### src/rtl/pmc_pkg.sv
`timescale 1ns/1ps
package pmc_pkg;
  localparam int SEL_W   = 64;
  localparam int CODE_W  = 12;
  localparam int UMASK_W = 8;
  localparam int THR_W   = 8;

  // select word field positions
  localparam int CODE_LO_LSB = 0;
  localparam int CODE_HI_LSB = 32;
  localparam int UMASK_LSB   = 8;
  localparam int USR_BIT     = 16;
  localparam int OS_BIT      = 17;
  localparam int EDGE_BIT    = 18;
  localparam int INT_BIT     = 20;
  localparam int EN_BIT      = 22;
  localparam int INV_BIT     = 23;
  localparam int THR_LSB     = 24;
  localparam int GO_BIT      = 40;
  localparam int HO_BIT      = 41;

  typedef struct packed {
    logic [CODE_W-1:0]  code;
    logic [UMASK_W-1:0] umask;
    logic               usr;
    logic               os;
    logic               edge_det;
    logic               int_en;
    logic               en;
    logic               inv;
    logic [THR_W-1:0]   thr;
    logic               guest_only;
    logic               host_only;
  } sel_fields_t;

  function automatic sel_fields_t decode_sel(input logic [SEL_W-1:0] s);
    sel_fields_t f;
    f.code       = {s[CODE_HI_LSB +: 4], s[CODE_LO_LSB +: 8]};
    f.umask      = s[UMASK_LSB +: UMASK_W];
    f.usr        = s[USR_BIT];
    f.os         = s[OS_BIT];
    f.edge_det   = s[EDGE_BIT];
    f.int_en     = s[INT_BIT];
    f.en         = s[EN_BIT];
    f.inv        = s[INV_BIT];
    f.thr        = s[THR_LSB +: THR_W];
    f.guest_only = s[GO_BIT];
    f.host_only  = s[HO_BIT];
    return f;
  endfunction
endpackage

### src/rtl/pmc_event_filter.sv
`timescale 1ns/1ps
module pmc_event_filter
  import pmc_pkg::*;
#(
  parameter int OCC_W = 4
) (
  input  logic               clk,
  input  logic               rst_n,
  input  sel_fields_t        fld,
  input  logic               evt_valid,
  input  logic [CODE_W-1:0]  evt_code,
  input  logic [UMASK_W-1:0] evt_umask,
  input  logic [OCC_W-1:0]   evt_occ,
  output logic [OCC_W-1:0]   step
);
  localparam int CMP_W = (OCC_W > THR_W) ? OCC_W : THR_W;

  logic             matched;
  logic [OCC_W-1:0] occ_m;
  logic [CMP_W-1:0] occ_x;
  logic [CMP_W-1:0] thr_x;
  logic             thr_on;
  logic             at_or_above;
  logic             cond;
  logic             prev_q;

  // report qualification: code and unit-mask overlap
  assign matched = evt_valid && (evt_code == fld.code) && (|(evt_umask & fld.umask));
  assign occ_m   = matched ? evt_occ : '0;

  assign occ_x       = CMP_W'(occ_m);
  assign thr_x       = CMP_W'(fld.thr);
  assign thr_on      = |fld.thr;
  assign at_or_above = (occ_x >= thr_x);
  assign cond        = thr_on && (fld.inv ? !at_or_above : at_or_above);

  // previous-cycle condition for the edge qualifier
  always_ff @(posedge clk or negedge rst_n) begin
    if (!rst_n) prev_q <= 1'b0;
    else        prev_q <= cond;
  end

  always_comb begin
    if (!thr_on)           step = occ_m;
    else if (fld.edge_det) step = OCC_W'(cond && !prev_q);
    else                   step = OCC_W'(cond);
  end
endmodule

### src/rtl/pmc_mode_gate.sv
`timescale 1ns/1ps
module pmc_mode_gate
  import pmc_pkg::*;
(
  input  sel_fields_t fld,
  input  logic        priv_user,
  input  logic        guest_mode,
  input  logic        virt_mask,
  output logic        allow
);
  logic ho_eff;
  logic hg_ok;
  logic priv_ok;

  assign ho_eff = fld.host_only && !virt_mask;

  always_comb begin
    if (ho_eff == fld.guest_only) hg_ok = 1'b1;     // neither or both: any mode
    else if (ho_eff)              hg_ok = !guest_mode;
    else                          hg_ok = guest_mode;
  end

  assign priv_ok = priv_user ? fld.usr : fld.os;
  assign allow   = fld.en && priv_ok && hg_ok;
endmodule

### src/rtl/pmc_count_reg.sv
`timescale 1ns/1ps
module pmc_count_reg #(
  parameter int CNT_W  = 48,
  parameter int STEP_W = 4
) (
  input  logic              clk,
  input  logic              rst_n,
  input  logic              wr_en,
  input  logic [CNT_W-1:0]  wr_data,
  input  logic              step_en,
  input  logic [STEP_W-1:0] step,
  output logic [CNT_W-1:0]  cnt_q,
  output logic              wrap
);
  localparam int MSB = CNT_W - 1;

  logic [CNT_W-1:0] addend;
  logic [CNT_W-1:0] sum;

  assign addend = step_en ? CNT_W'(step) : '0;
  assign sum    = cnt_q + addend;
  assign wrap   = !wr_en && cnt_q[MSB] && !sum[MSB];

  always_ff @(posedge clk or negedge rst_n) begin
    if (!rst_n)     cnt_q <= '0;
    else if (wr_en) cnt_q <= wr_data;
    else            cnt_q <= sum;
  end
endmodule

### src/rtl/pmc_event_counter.sv
`timescale 1ns/1ps
module pmc_event_counter
  import pmc_pkg::*;
#(
  parameter int CNT_W = 48,
  parameter int OCC_W = 4
) (
  input  logic               clk,
  input  logic               rst_n,
  input  logic               sel_wr_en,
  input  logic [SEL_W-1:0]   sel_wr_data,
  input  logic               cnt_wr_en,
  input  logic [SEL_W-1:0]   cnt_wr_data,
  output logic [CNT_W-1:0]   cnt_value,
  input  logic               evt_valid,
  input  logic [CODE_W-1:0]  evt_code,
  input  logic [UMASK_W-1:0] evt_umask,
  input  logic [OCC_W-1:0]   evt_occ,
  input  logic               priv_user,
  input  logic               guest_mode,
  input  logic               virt_mask,
  output logic               irq,
  input  logic               irq_clr
);
  logic [SEL_W-1:0] sel_q;
  sel_fields_t      fld;
  logic [OCC_W-1:0] step;
  logic             allow;
  logic             wrap;
  logic             irq_q;
  logic             unused_bits;

  always_ff @(posedge clk or negedge rst_n) begin
    if (!rst_n)         sel_q <= '0;
    else if (sel_wr_en) sel_q <= sel_wr_data;
  end

  assign fld = decode_sel(sel_q);

  pmc_event_filter #(.OCC_W(OCC_W)) u_filter (
    .clk       (clk),
    .rst_n     (rst_n),
    .fld       (fld),
    .evt_valid (evt_valid),
    .evt_code  (evt_code),
    .evt_umask (evt_umask),
    .evt_occ   (evt_occ),
    .step      (step)
  );

  pmc_mode_gate u_gate (
    .fld        (fld),
    .priv_user  (priv_user),
    .guest_mode (guest_mode),
    .virt_mask  (virt_mask),
    .allow      (allow)
  );

  pmc_count_reg #(.CNT_W(CNT_W), .STEP_W(OCC_W)) u_count (
    .clk     (clk),
    .rst_n   (rst_n),
    .wr_en   (cnt_wr_en),
    .wr_data (cnt_wr_data[CNT_W-1:0]),
    .step_en (allow),
    .step    (step),
    .cnt_q   (cnt_value),
    .wrap    (wrap)
  );

  // sticky overflow flag; a wrap beats a clear in the same cycle
  always_ff @(posedge clk or negedge rst_n) begin
    if (!rst_n)                  irq_q <= 1'b0;
    else if (wrap && fld.int_en) irq_q <= 1'b1;
    else if (irq_clr)            irq_q <= 1'b0;
  end
  assign irq = irq_q;

  assign unused_bits = ^{cnt_wr_data[SEL_W-1:CNT_W], sel_q[63:42], sel_q[39:36],
                         sel_q[21], sel_q[19]};
endmodule

### config.mk
export PLATFORM = sky130hd
export DESIGN_NAME = pmc_event_counter
export DESIGN_NICKNAME = d
export VERILOG_FILES = /design/src/rtl/pmc_pkg.sv /design/src/rtl/pmc_event_filter.sv /design/src/rtl/pmc_mode_gate.sv /design/src/rtl/pmc_count_reg.sv /design/src/rtl/pmc_event_counter.sv
export SDC_FILE = /design/constraint.sdc
export NUM_CORES = 1
export LEC_CHECK = 0
export BUFFER_PORTS_ARGS = -buffer_cell sky130_fd_sc_hd__buf_4
export CORE_ASPECT_RATIO = 1.75
export CORE_MARGIN = 2
export CORE_UTILIZATION = 35
export CTS_BUF_LIST = sky130_fd_sc_hd__clkbuf_8
export DETAILED_ROUTE_END_ITERATION = 10
export PLACE_DENSITY = 0.7
export SETUP_SLACK_MARGIN = 0.4
export SLEW_MARGIN = 20
export SYNTH_ARGS = -nofsm -noshare
export SYNTH_HDL_FRONTEND = slang
export SYNTH_SLANG_ARGS = --single-unit
### constraint.sdc
create_clock -name clk -period 6 [get_ports clk]
set_input_delay 0.3 -clock clk [delete_from_list [all_inputs] [get_ports clk]]
set_output_delay 0.3 -clock clk [all_outputs]
set_load 0.05 [all_outputs]
==> results of run 1 <==
-- per-stage QoR --
step                utilization  instance area (um2)  std cells
CTS                      0.4838                 6259        793
finish                   0.4859                 6286        794
global placement         0.4652                 6018        776
detailed placement       0.4652                 6018        776
floorplan                     -                 4626        456
global route             0.4859                 6286        794
-- flip-flops by register name, indices dropped and copies added (netlist names) --
register / flops
irq: 1
sel_q: 36
u_count.cnt_q: 48
u_filter.prev_q: 1
-- routing by layer --
layer  vias up  part of all wire  wire, um  global-route usage
li1       1993                 -         -                   -
met1      2004              0.38      4789              0.2017
met2       154              0.54      6795              0.3294
met3        20             0.063       802             0.04396
met4         0             0.019       243             0.06133
met5         -                 0         0                   0
-- worst paths after layout --
check | depth (start not counted) | from | slack, ps | endpoint
min reg2reg | 1 | irq$_DFFE_PN0P_ | 510 | irq$_DFFE_PN0P_
min | 3 | sel_wr_data[25] | 130 | sel_q[25]$_DFFE_PN0P_
max reg2reg | 18 | sel_q[35]$_DFFE_PN0P_ | 1040 | u_count.cnt_q[46]$_DFF_PN0_
min in group asynchronous | 2 | rst_n | 460 | u_count.cnt_q[46]$_DFF_PN0_
max | 18 | sel_q[35]$_DFFE_PN0P_ | 1040 | u_count.cnt_q[46]$_DFF_PN0_
max in group asynchronous | 3 | rst_n | 4500 | sel_q[34]$_DFFE_PN0P_
-- kinds of logic after synthesis --
logic type / count (synthesis) / synth area share
simple gates: 174 / 0.2029
flops: 86 / 0.4652
compound gates: 81 / 0.1104
xor+xnor: 43 / 0.08142
mux: 37 / 0.08980
buf+inv: 26 / 0.02434
fa+ha+maj: 9 / 0.02597
-- repair_timing --
item / in CTS / in global routing
endpoints found under the hold margin: 38 / 0
hold buffers: 1 / 0
endpoints found under the setup margin: 0 / 11
gates resized for setup: 0 / 2
buffers inserted: 0 / 1
-- area by class of cell --
type | instances | area, um2
sequential | 86 | 2152
inverter | 6 | 22.52
timing repair buffer | 171 | 1299
clock buffer | 10 | 137.6
multi-input combinational | 344 | 2369
tap | 171 | 214.0
fill | 1244 | 6651
clock inverter | 6 | 92.59
-- worst max-delay path: stages (launching register included) --
cell,delay [ps]
dfrtp_1,390
xor2_1,170
nor4_1,370
nand3_1,220
nor2_1,240
nand2_1,90
ha_1,260
nand2b_1,140
a2111oi_1,520
o211a_1,230
a211o_1,110
a22o_1,160
ha_1,190
fa_1,240
a211o_1,160
o211a_1,390
nand2_1,280
or4_1,560
a31oi_1,180
-- placed cells by master, fill, tap and decap left out, types with 2 or more instances in the layout --
master	n
buf_4	169
dfrtp_1	86
nand2_1	55
o21ai_0	37
mux2_2	36
xor2_1	25
nand3_1	20
xnor2_1	18
nand4_1	15
nor3_1	15
nor2_1	15
or4_1	10
a31oi_1	10
clkbuf_8	10
and2_1	8
o31ai_1	8
ha_1	8
nor4_1	7
and4_1	7
inv_1	6
a22oi_1	5
or3_1	5
a21oi_1	4
nor2b_1	3
nand2b_1	3
o211ai_1	3
nor4_2	2
o211a_1	2
a211o_1	2
and3_1	2
a21o_1	2
bufinv_16	2
-- report_power, final --
part	switching (W)	internal [W]
registers	0.0000574	0.000635
clock network	0.000224	0.000250
logic	0.000210	0.000155
==> results_dict.tcl, run 1 <==
set metrics [dict create \
    fp-row-count 55 \
    totalPowerFinal_w 0.001531 \
    netlist_top_cells_count "86 x dfrtp_1, 55 x nand2_1, 37 x o21ai_0, 36 x mux2_2, 25 x xor2_1" \
    grt_usage 0.1795 \
    crit_type "reg -> reg" \
    worstSetupStartpointType "register" \
    final_nets 788 \
    clock_tree.buffer_depth 2 \
    async_flop_share 1.000 \
    cts.htree.levels 3 \
    dr.pass1.iters 4 \
    synth_area_um2 4626 \
    setup_viol 0 \
    cts_num_sinks 86 \
    fin_hold_ws_ps 132.3 \
    post-route-period-util 0.8275 \
    grt_first_pass_wirelength_um 20620 \
    die-area_um2 14190 \
    ys_seq_elements 86 \
    cts_root_buffer "clkbuf_8" \
    die_h_um 156.1 \
    netlist_top_cells_area "dfrtp_1 47%, mux2_2 8.8%, xor2_1 4.7%, nand2_1 4.5%, o21ai_0 4.0%" \
    synth_flop_cell "dfrtp_1" \
    postLayoutSetupSlackWorst_ps 1035 \
    leakage_nw 2.735 \
    final_antenna_net_count 0 \
    drv_slew 0 \
    ys.warnings.count 0 \
    n_antenna_cell 0 \
    p_per_area_nw_per_um2 243.5 \
    critPathMaxFanout 10 \
    dr_total_vias 4171 \
    min_period_ps 4965 \
    hold_viol_final 0 \
    antenna_found_initial 0 \
    grt_max_degree 77 \
    netlist.area_leader.share 0.4652 \
    synth_top_area_cell "dfrtp_1" \
    clkLatencyLatePin_ps 360 \
    crit_path_end_kind "register" \
    grt_pass1_vias 4266 \
    first_iter_violations 145 \
    drc_errors 0 \
    io_buffers 165 \
    wl_um 12630 \
    drive_gt1_frac 0.3644 \
    skew_ps 17.48 \
    maxCapViolCount 0 \
    slew_headroom 0.5513 \
    grt_overflow 0 \
    synth_edf_count 0 \
    worst_pin_slew_ps 672.3 \
    outcome "complete, no violations" \
    syn_area_per_cell_um2 10.14 \
    cts_buffers 9 \
    synthCells 456 \
    ys_seq_area_frac 0.4652 \
    cp.arrival_ps 5250 \
    gp_congestion 0.7418 \
    setup_tns_ps 0 \
    routed_via_density 5.253 \
    synth.most_common_cell "dfrtp_1" \
    ir_worst_vdd_mv 0.1331 \
    yosysUniqueCellTypes 50 \
    hpwl_um 9651 \
    start_util 0.3575 \
    core_um2 12940 \
    die_x_um 90.91 \
    wl_per_cell_um 15.91 \
    path_clk_slew_ps 100 \
    preCtsSetupSlack_ps 705.9 \
    io_pins 210 \
    syn2layout_area_growth_pct 35.89 \
    fmax_ghz 0.2014 \
    hold_path.class "in -> reg" \
    tritoncts "built" \
    required_ps 6280 \
    syn-num-nets 626 \
    rsz0062_at_grt "no" \
]
(Power assumes the default switching activity.)
==> run 2: changes to the inputs <==
--- a/config.mk
+++ b/config.mk
@@ -11,7 +11,7 @@
 export CORE_UTILIZATION = 35
 export CTS_BUF_LIST = sky130_fd_sc_hd__clkbuf_8
 export DETAILED_ROUTE_END_ITERATION = 10
-export PLACE_DENSITY = 0.7
+export PLACE_DENSITY = 0.72
 export SETUP_SLACK_MARGIN = 0.4
 export SLEW_MARGIN = 20
 export SYNTH_ARGS = -nofsm -noshare
==> constraint.sdc (replaced) <==
create_clock -name clk -period 4.2 [get_ports clk]
set_input_delay 0.21 -clock clk [delete_from_list [all_inputs] [get_ports clk]]
set_output_delay 0.21 -clock clk [all_outputs]
set_load 0.05 [all_outputs]
==> run 2 against run 1 <==
Compared with the run above:
- the flow now finishes with violations (setup timing)
- final cell count rose by 3.3%
- sequential share of layout area fell by 2.5 points
- routed wire length up 4.3%
- highest routed layer unchanged
- non-clock buffer count increased by 27
- global-route usage up 0.15 points
- power is 41% higher
- critical path type unchanged
- setup slack worse by 1200 ps
- cell area rose by 7.8%
- die area unchanged
- sequential power increased by 43%
- critical path depth up 3
- via count rose by 2.3%
- largest power group unchanged
==> results_dict.tcl, run 2 (synthesized netlist as in run 1, its figures left out) <==
set metrics [dict create \
    drive_gt1_frac 0.4330 \
    clock_tree.buffer_depth 2 \
    regMostFlops "u_count.cnt_q" \
    hold_viol_final 0 \
    drv_slew 0 \
    slowest_delay_ps 410 \
    largest_reg_flops 48 \
    critPathMaxFanout 8 \
    p_sw_frac 0.3184 \
    io_buffers 165 \
    holdPathEnd "u_count.cnt_q[2]$_DFF_PN0_" \
    grt_first_pass_wirelength_um 20770 \
    maxCapViolCount 0 \
    clkLatencyLatePin_ps 350 \
    leakage_nw 2.997 \
    min_period_ps 4334 \
    final_cell_mix "185 x buf_4, 86 x dfrtp_1, 53 x nand2_1" \
    placed_area_um2 6153 \
    final_common_cell "buf_4" \
    postLayoutSetupSlackWorst_ps -134.1 \
    cp_top_family "compound AO/OA/AOI/OAI gates" \
    cp.depth 21 \
    syn2layout_area_growth_pct 46.47 \
    wl_um 13170 \
    ir_worst_vdd_mv 0.1849 \
    skew_ps 12.95 \
    min_path_cells 3 \
    rsz0062_at_grt "yes" \
    dr.pass1.iters 4 \
    final_antenna_net_count 0 \
    r2r_slack_ps -130 \
    p_switching_w 0.0006876 \
    n_antenna_cell 0 \
    cts_root_buffer "clkbuf_8" \
    routed_via_density 5.201 \
    grt_max_degree 87 \
    path_clk_slew_ps 90 \
    finalCoreUtilization 0.5237 \
    finalInstanceArea_um2 6775 \
    top_regs "u_count.cnt_q: 48 flops, sel_q: 36 flops" \
    pwr-share-seq 0.459 \
    fmax_ghz 0.2307 \
    wl_per_cell_um 16.06 \
    hp-start "cnt_wr_data[2]" \
    required_ps 4410 \
    start_util 0.3575 \
    rr_endpoint "u_count.cnt_q[12]$_DFF_PN0_" \
    p_per_area_nw_per_um2 318.7 \
    highest_layer "met4" \
    cp.arrival_ps 4540 \
    wl_met1_um 4909 \
    core_um2 12940 \
    internal_power_w 0.001472 \
    preCtsSetupSlack_ps -105.7 \
    met2_length_um 7318 \
    cts_num_sinks 86 \
    antenna_found_initial 0 \
    hpwl_um 9561 \
    p_comb_frac 0.254 \
    first_iter_violations 115 \
    slew_headroom 0.4762 \
    grt_usage 0.1809 \
    worst_pin_slew_ps 785.7 \
    setup_tns_ps -751.9 \
    outcome "complete, but fails checks" \
    die_h_um 156.1 \
    gp_congestion 0.7738 \
    crit_slowest_cell "dfrtp_1" \
    dr_total_vias 4265 \
    setup_viol 13 \
    drc_errors 0 \
    io_pins 210 \
    worstSetupStartpointType "register" \
    met3_length_um 837 \
    grt_pass1_vias 4338 \
    fp-row-count 55 \
    crit_type "reg -> reg" \
    tritoncts "built" \
    crit_path_end_kind "register" \
    post-route-period-util 1.032 \
    final_nets 815 \
    cts.htree.levels 3 \
    r2r_start "sel_q[5]$_DFFE_PN0P_" \
    hold_path.class "in -> reg" \
    die-area_um2 14190 \
    cts_buffers 9 \
    totalPowerFinal_w 0.002160 \
    grt_overflow 0 \
    cp_cell_sequence "xor2_1, nor4_1, nand3_1, nor2_2, buf_4, and2_1, ha_1, or2_4, a21oi_2, nor4_2, a211o_1, a22o_1, ha_2, fa_2, a211o_1, o211ai_1, clkbuf_16, buf_4, nor3_2, xnor2_1, o21ai_1" \
    worst-path-buf-inv 3 \
    power_frac_clock 0.287 \
    rr_worst_depth 21 \
    violations "setup timing" \
    die_x_um 90.91 \
]
[run 2: layout make-up]
class / count / area [um2]
Fill cell: 1183 / 6162
Multi-Input combinational cell: 344 / 2623
Sequential cell: 86 / 2152
Timing Repair Buffer: 198 / 1560
Tap cell: 171 / 214.0
Clock buffer: 9 / 123.9
Clock inverter: 6 / 80.08
Inverter: 6 / 22.52
[run 2: worst register-to-register path, stage by stage, from the launching register on]
cell       delay [ps]
dfrtp_1           410
xor2_1            160
nor4_1            240
nand3_1           210
nor2_2            180
buf_4             130
and2_1            120
ha_1              220
or2_4             230
a21oi_2           180
nor4_2             70
a211o_1           240
a22o_1            190
ha_2              190
fa_2              340
a211o_1           320
o211ai_1          150
clkbuf_16         220
buf_4             110
nor3_2             40
xnor2_1           170
o21ai_1            80
[run 2: how the worst max path moves through the flow]
stage                          start                          end  slack [ps]
2_1_floorplan   sel_q[5]$_DFFE_PN0P_  u_count.cnt_q[24]$_DFF_PN0_         370
3_3_place_gp    sel_q[5]$_DFFE_PN0P_  u_count.cnt_q[40]$_DFF_PN0_           7
3_5_place_dp    sel_q[5]$_DFFE_PN0P_  u_count.cnt_q[46]$_DFF_PN0_        -110
4_1_cts        sel_q[35]$_DFFE_PN0P_  u_count.cnt_q[24]$_DFF_PN0_         -70
5_1_grt         sel_q[5]$_DFFE_PN0P_  u_count.cnt_q[30]$_DFF_PN0_        -410
6_report        sel_q[5]$_DFFE_PN0P_  u_count.cnt_q[12]$_DFF_PN0_        -130
[run 2: power groups by stage]
stage	Combinational [W]	Sequential, W	Clock, W
2_1_floorplan	0.000166	0.00114	0
3_3_place_gp	0.000523	0.000999	0
3_5_place_dp	0.000533	0.00101	0
4_1_cts	0.000546	0.000990	0.000648
5_1_grt	0.000588	0.00100	0.000683
6_report	0.000548	0.000991	0.000620
[run 2: metrics by stage]
step                hold slack [ps]  cells
finish                        61.55    820
global route                  48.08    820
detailed placement            422.8    784
CTS                           39.79    808
floorplan                    -85.59    456
global placement              413.1    784
[run 2: per-layer routing]
layer	vias up	GRT usage
li1	2049	-
met4	0	0.04401
met1	2059	0.2005
met5	-	0
met3	8	0.04203
met2	149	0.3458
[run 2: timing repair]
item / 4_1_cts / 5_1_grt
gates resized for setup: 44 / 20
hold buffers: 0 / 1
setup endpoints to repair: 44 / 48
buffers inserted: 8 / 11
endpoints found under the hold margin: 0 / 39
pin swaps: 25 / 21
cloned: 1 / 0
==> run 3: changes to the inputs <==
--- a/config.mk
+++ b/config.mk
@@ -8,11 +8,12 @@
 export BUFFER_PORTS_ARGS = -buffer_cell sky130_fd_sc_hd__buf_4
 export CORE_ASPECT_RATIO = 1.75
 export CORE_MARGIN = 2
-export CORE_UTILIZATION = 35
+export CORE_UTILIZATION = 30
 export CTS_BUF_LIST = sky130_fd_sc_hd__clkbuf_8
 export DETAILED_ROUTE_END_ITERATION = 10
-export PLACE_DENSITY = 0.72
+export PLACE_DENSITY = 0.64
 export SETUP_SLACK_MARGIN = 0.4
+export SKIP_LAST_GASP = 1
 export SLEW_MARGIN = 20
 export SYNTH_ARGS = -nofsm -noshare
 export SYNTH_HDL_FRONTEND = slang
==> run 3 against run 2 <==
Compared with the run above:
- combinational power hardly changed
- critical path depth is 2 lower
- non-clock buffer count is 4 lower
- register-to-register slack better by 50 ps
- die area is 16% higher
- highest routed layer unchanged
- sequential share of layout area is 0.28 points higher
- first-iteration DRC count is 0.87% lower
- maximum frequency is 1.2% higher
- the flow still finishes with violations (setup timing)
- power is 1.0% higher
- sequential power hardly changed
==> results_dict.tcl, run 3 (synthesized netlist as in run 1, its figures left out) <==
set metrics [dict create \
    rsz0062_at_grt "yes" \
    r2r_slack_ps -80 \
    drc_errors 0 \
    min_path_cells 3 \
    drive_gt1_frac 0.4217 \
    hp-start "cnt_wr_data[25]" \
    grt_overflow 0 \
    io_pins 210 \
    setup_viol 17 \
    core_um2 15240 \
    antenna_found_initial 0 \
    leakage_nw 2.896 \
    grt_first_pass_wirelength_um 20990 \
    dr.pass1.iters 5 \
    p_per_area_nw_per_um2 324.9 \
    slowest_delay_ps 390 \
    rr_worst_depth 19 \
    cts_buffers 9 \
    path_clk_slew_ps 100 \
    io_buffers 165 \
    final_antenna_net_count 0 \
    totalPowerFinal_w 0.002182 \
    grt_usage 0.1577 \
    tritoncts "built" \
    cts_root_buffer "clkbuf_8" \
    syn2layout_area_growth_pct 45.17 \
    final_common_cell "buf_4" \
    hpwl_um 10010 \
    cts_num_sinks 86 \
    post-route-period-util 1.020 \
    critPathMaxFanout 5 \
    final_cell_mix "180 x buf_4, 86 x dfrtp_1, 53 x nand2_1" \
    wl_per_cell_um 16.28 \
    slew_headroom 0.5397 \
    outcome "complete, but fails checks" \
    hold_path.class "in -> reg" \
    grt_max_degree 77 \
    crit_path_end_kind "register" \
    maxCapViolCount 0 \
    violations "setup timing" \
    final_nets 811 \
    top_regs "u_count.cnt_q: 48 flops, sel_q: 36 flops" \
    fmax_ghz 0.2335 \
    start_util 0.3035 \
    ir_worst_vdd_mv 0.1528 \
    clkLatencyLatePin_ps 360 \
    hold_viol_final 0 \
    placed_area_um2 6202 \
    wl_um 13530 \
    die_x_um 97.87 \
    postLayoutSetupSlackWorst_ps -83.22 \
    holdPathEnd "u_count.cnt_q[25]$_DFF_PN0_" \
    cp_top_family "compound AO/OA/AOI/OAI gates" \
    r2r_start "sel_q[5]$_DFFE_PN0P_" \
    worst-path-buf-inv 1 \
    worst_pin_slew_ps 689.7 \
    fp-row-count 60 \
    routed_via_density 5.060 \
    first_iter_violations 114 \
    crit_type "reg -> reg" \
    n_antenna_cell 0 \
    cp.arrival_ps 4500 \
    required_ps 4420 \
    dr_total_vias 4205 \
    gp_congestion 0.7856 \
    cp_cell_sequence "xor2_1, nor4_2, nand3_2, nor2_4, nand2_1, ha_1, nand2b_4, a2111oi_4, nor4_1, a211o_1, a22o_1, ha_2, fa_2, a211o_1, o211a_4, buf_6, nand4_1, xor2_1, o21ai_0" \
    largest_reg_flops 48 \
    grt_pass1_vias 4351 \
    crit_slowest_cell "dfrtp_1" \
    drv_slew 0 \
    finalInstanceArea_um2 6715 \
    regMostFlops "u_count.cnt_q" \
    min_period_ps 4283 \
    cts.htree.levels 3 \
    die_h_um 168.3 \
    rr_endpoint "u_count.cnt_q[22]$_DFF_PN0_" \
    clock_tree.buffer_depth 2 \
    finalCoreUtilization 0.4406 \
    die-area_um2 16470 \
    worstSetupStartpointType "register" \
    skew_ps 16.09 \
]
==> run 3: changes by cell type in the layout (fill, tap and decap cells not counted), moves of 2 or more <==
cell      delta
inv_1        -2
buf_12       +2
nand3_2      -2
o21ai_0     +10
a31oi_1      +2
nor3_4       -5
buf_4        -5
o21ai_1     -10
clkinv_4     +2
nor3_1       +6
==> run 3: power by group <==
group	internal, W	switching, W
Clock	0.000332	0.000308
Combinational	0.000237	0.000312
Sequential	0.000907	0.0000863
Total	0.00148	0.000706
==> run 3: area by class of cell <==
class / instances / area [um2]
Multi-Input combinational cell: 344 / 2562
Timing Repair Buffer: 194 / 1534
Sequential cell: 86 / 2152
Clock inverter: 6 / 87.58
Inverter: 6 / 22.52
Fill cell: 1472 / 8524
Tap cell: 186 / 232.7
Clock buffer: 9 / 123.9
==> run 3: what timing repair did <==
item / CTS / global route
resized for setup: 33 / 11
hold buffers: 1 / 0
endpoints found under the setup margin: 44 / 46
pin swaps: 23 / 12
gates cloned: 1 / 0
buffers inserted: 7 / 4
endpoints found under the hold margin: 36 / 0
==> run 3: worst max path at each step <==
stage	start	endpoint	slack (ps)	cells after the start
2_1_floorplan	sel_q[5]$_DFFE_PN0P_	u_count.cnt_q[24]$_DFF_PN0_	370	18
5_1_grt	sel_q[5]$_DFFE_PN0P_	u_count.cnt_q[24]$_DFF_PN0_	-290	19
6_report	sel_q[5]$_DFFE_PN0P_	u_count.cnt_q[22]$_DFF_PN0_	-80	19
3_3_place_gp	sel_q[5]$_DFFE_PN0P_	u_count.cnt_q[22]$_DFF_PN0_	-130	19
4_1_cts	sel_q[2]$_DFFE_PN0P_	u_count.cnt_q[32]$_DFF_PN0_	-80	20
3_5_place_dp	sel_q[5]$_DFFE_PN0P_	u_count.cnt_q[8]$_DFF_PN0_	-280	19
==> run 3: routing by layer <==
metal / vias up / global-route usage / wire length (um)
met1: 2023 / 0.1694 / 5209
li1: 2040 / - / -
met4: 0 / 0.04952 / 189
met2: 130 / 0.3014 / 7310
met3: 12 / 0.03445 / 823
met5: - / 0 / 0
==> run 3: metrics by stage <==
stage,hold slack [ps],TNS [ps],std cells,setup slack (ps)
global route,41.93,-6146,831,-289.4
global placement,197.0,-1188,803,-126.1
detailed placement,211.7,-4178,803,-283.2
floorplan,-85.59,0,456,372.5
finish,55.74,-1033,831,-83.22
CTS,36.81,-852.3,827,-80.56
==> run 3: tightest hold or removal path, delay by kind of cell <==
kind / cells / cell delay, ps
and+or+nand+nor: 1 / 40
buffers and inverters: 1 / 70
AOI/OAI and AO/OA: 1 / 50
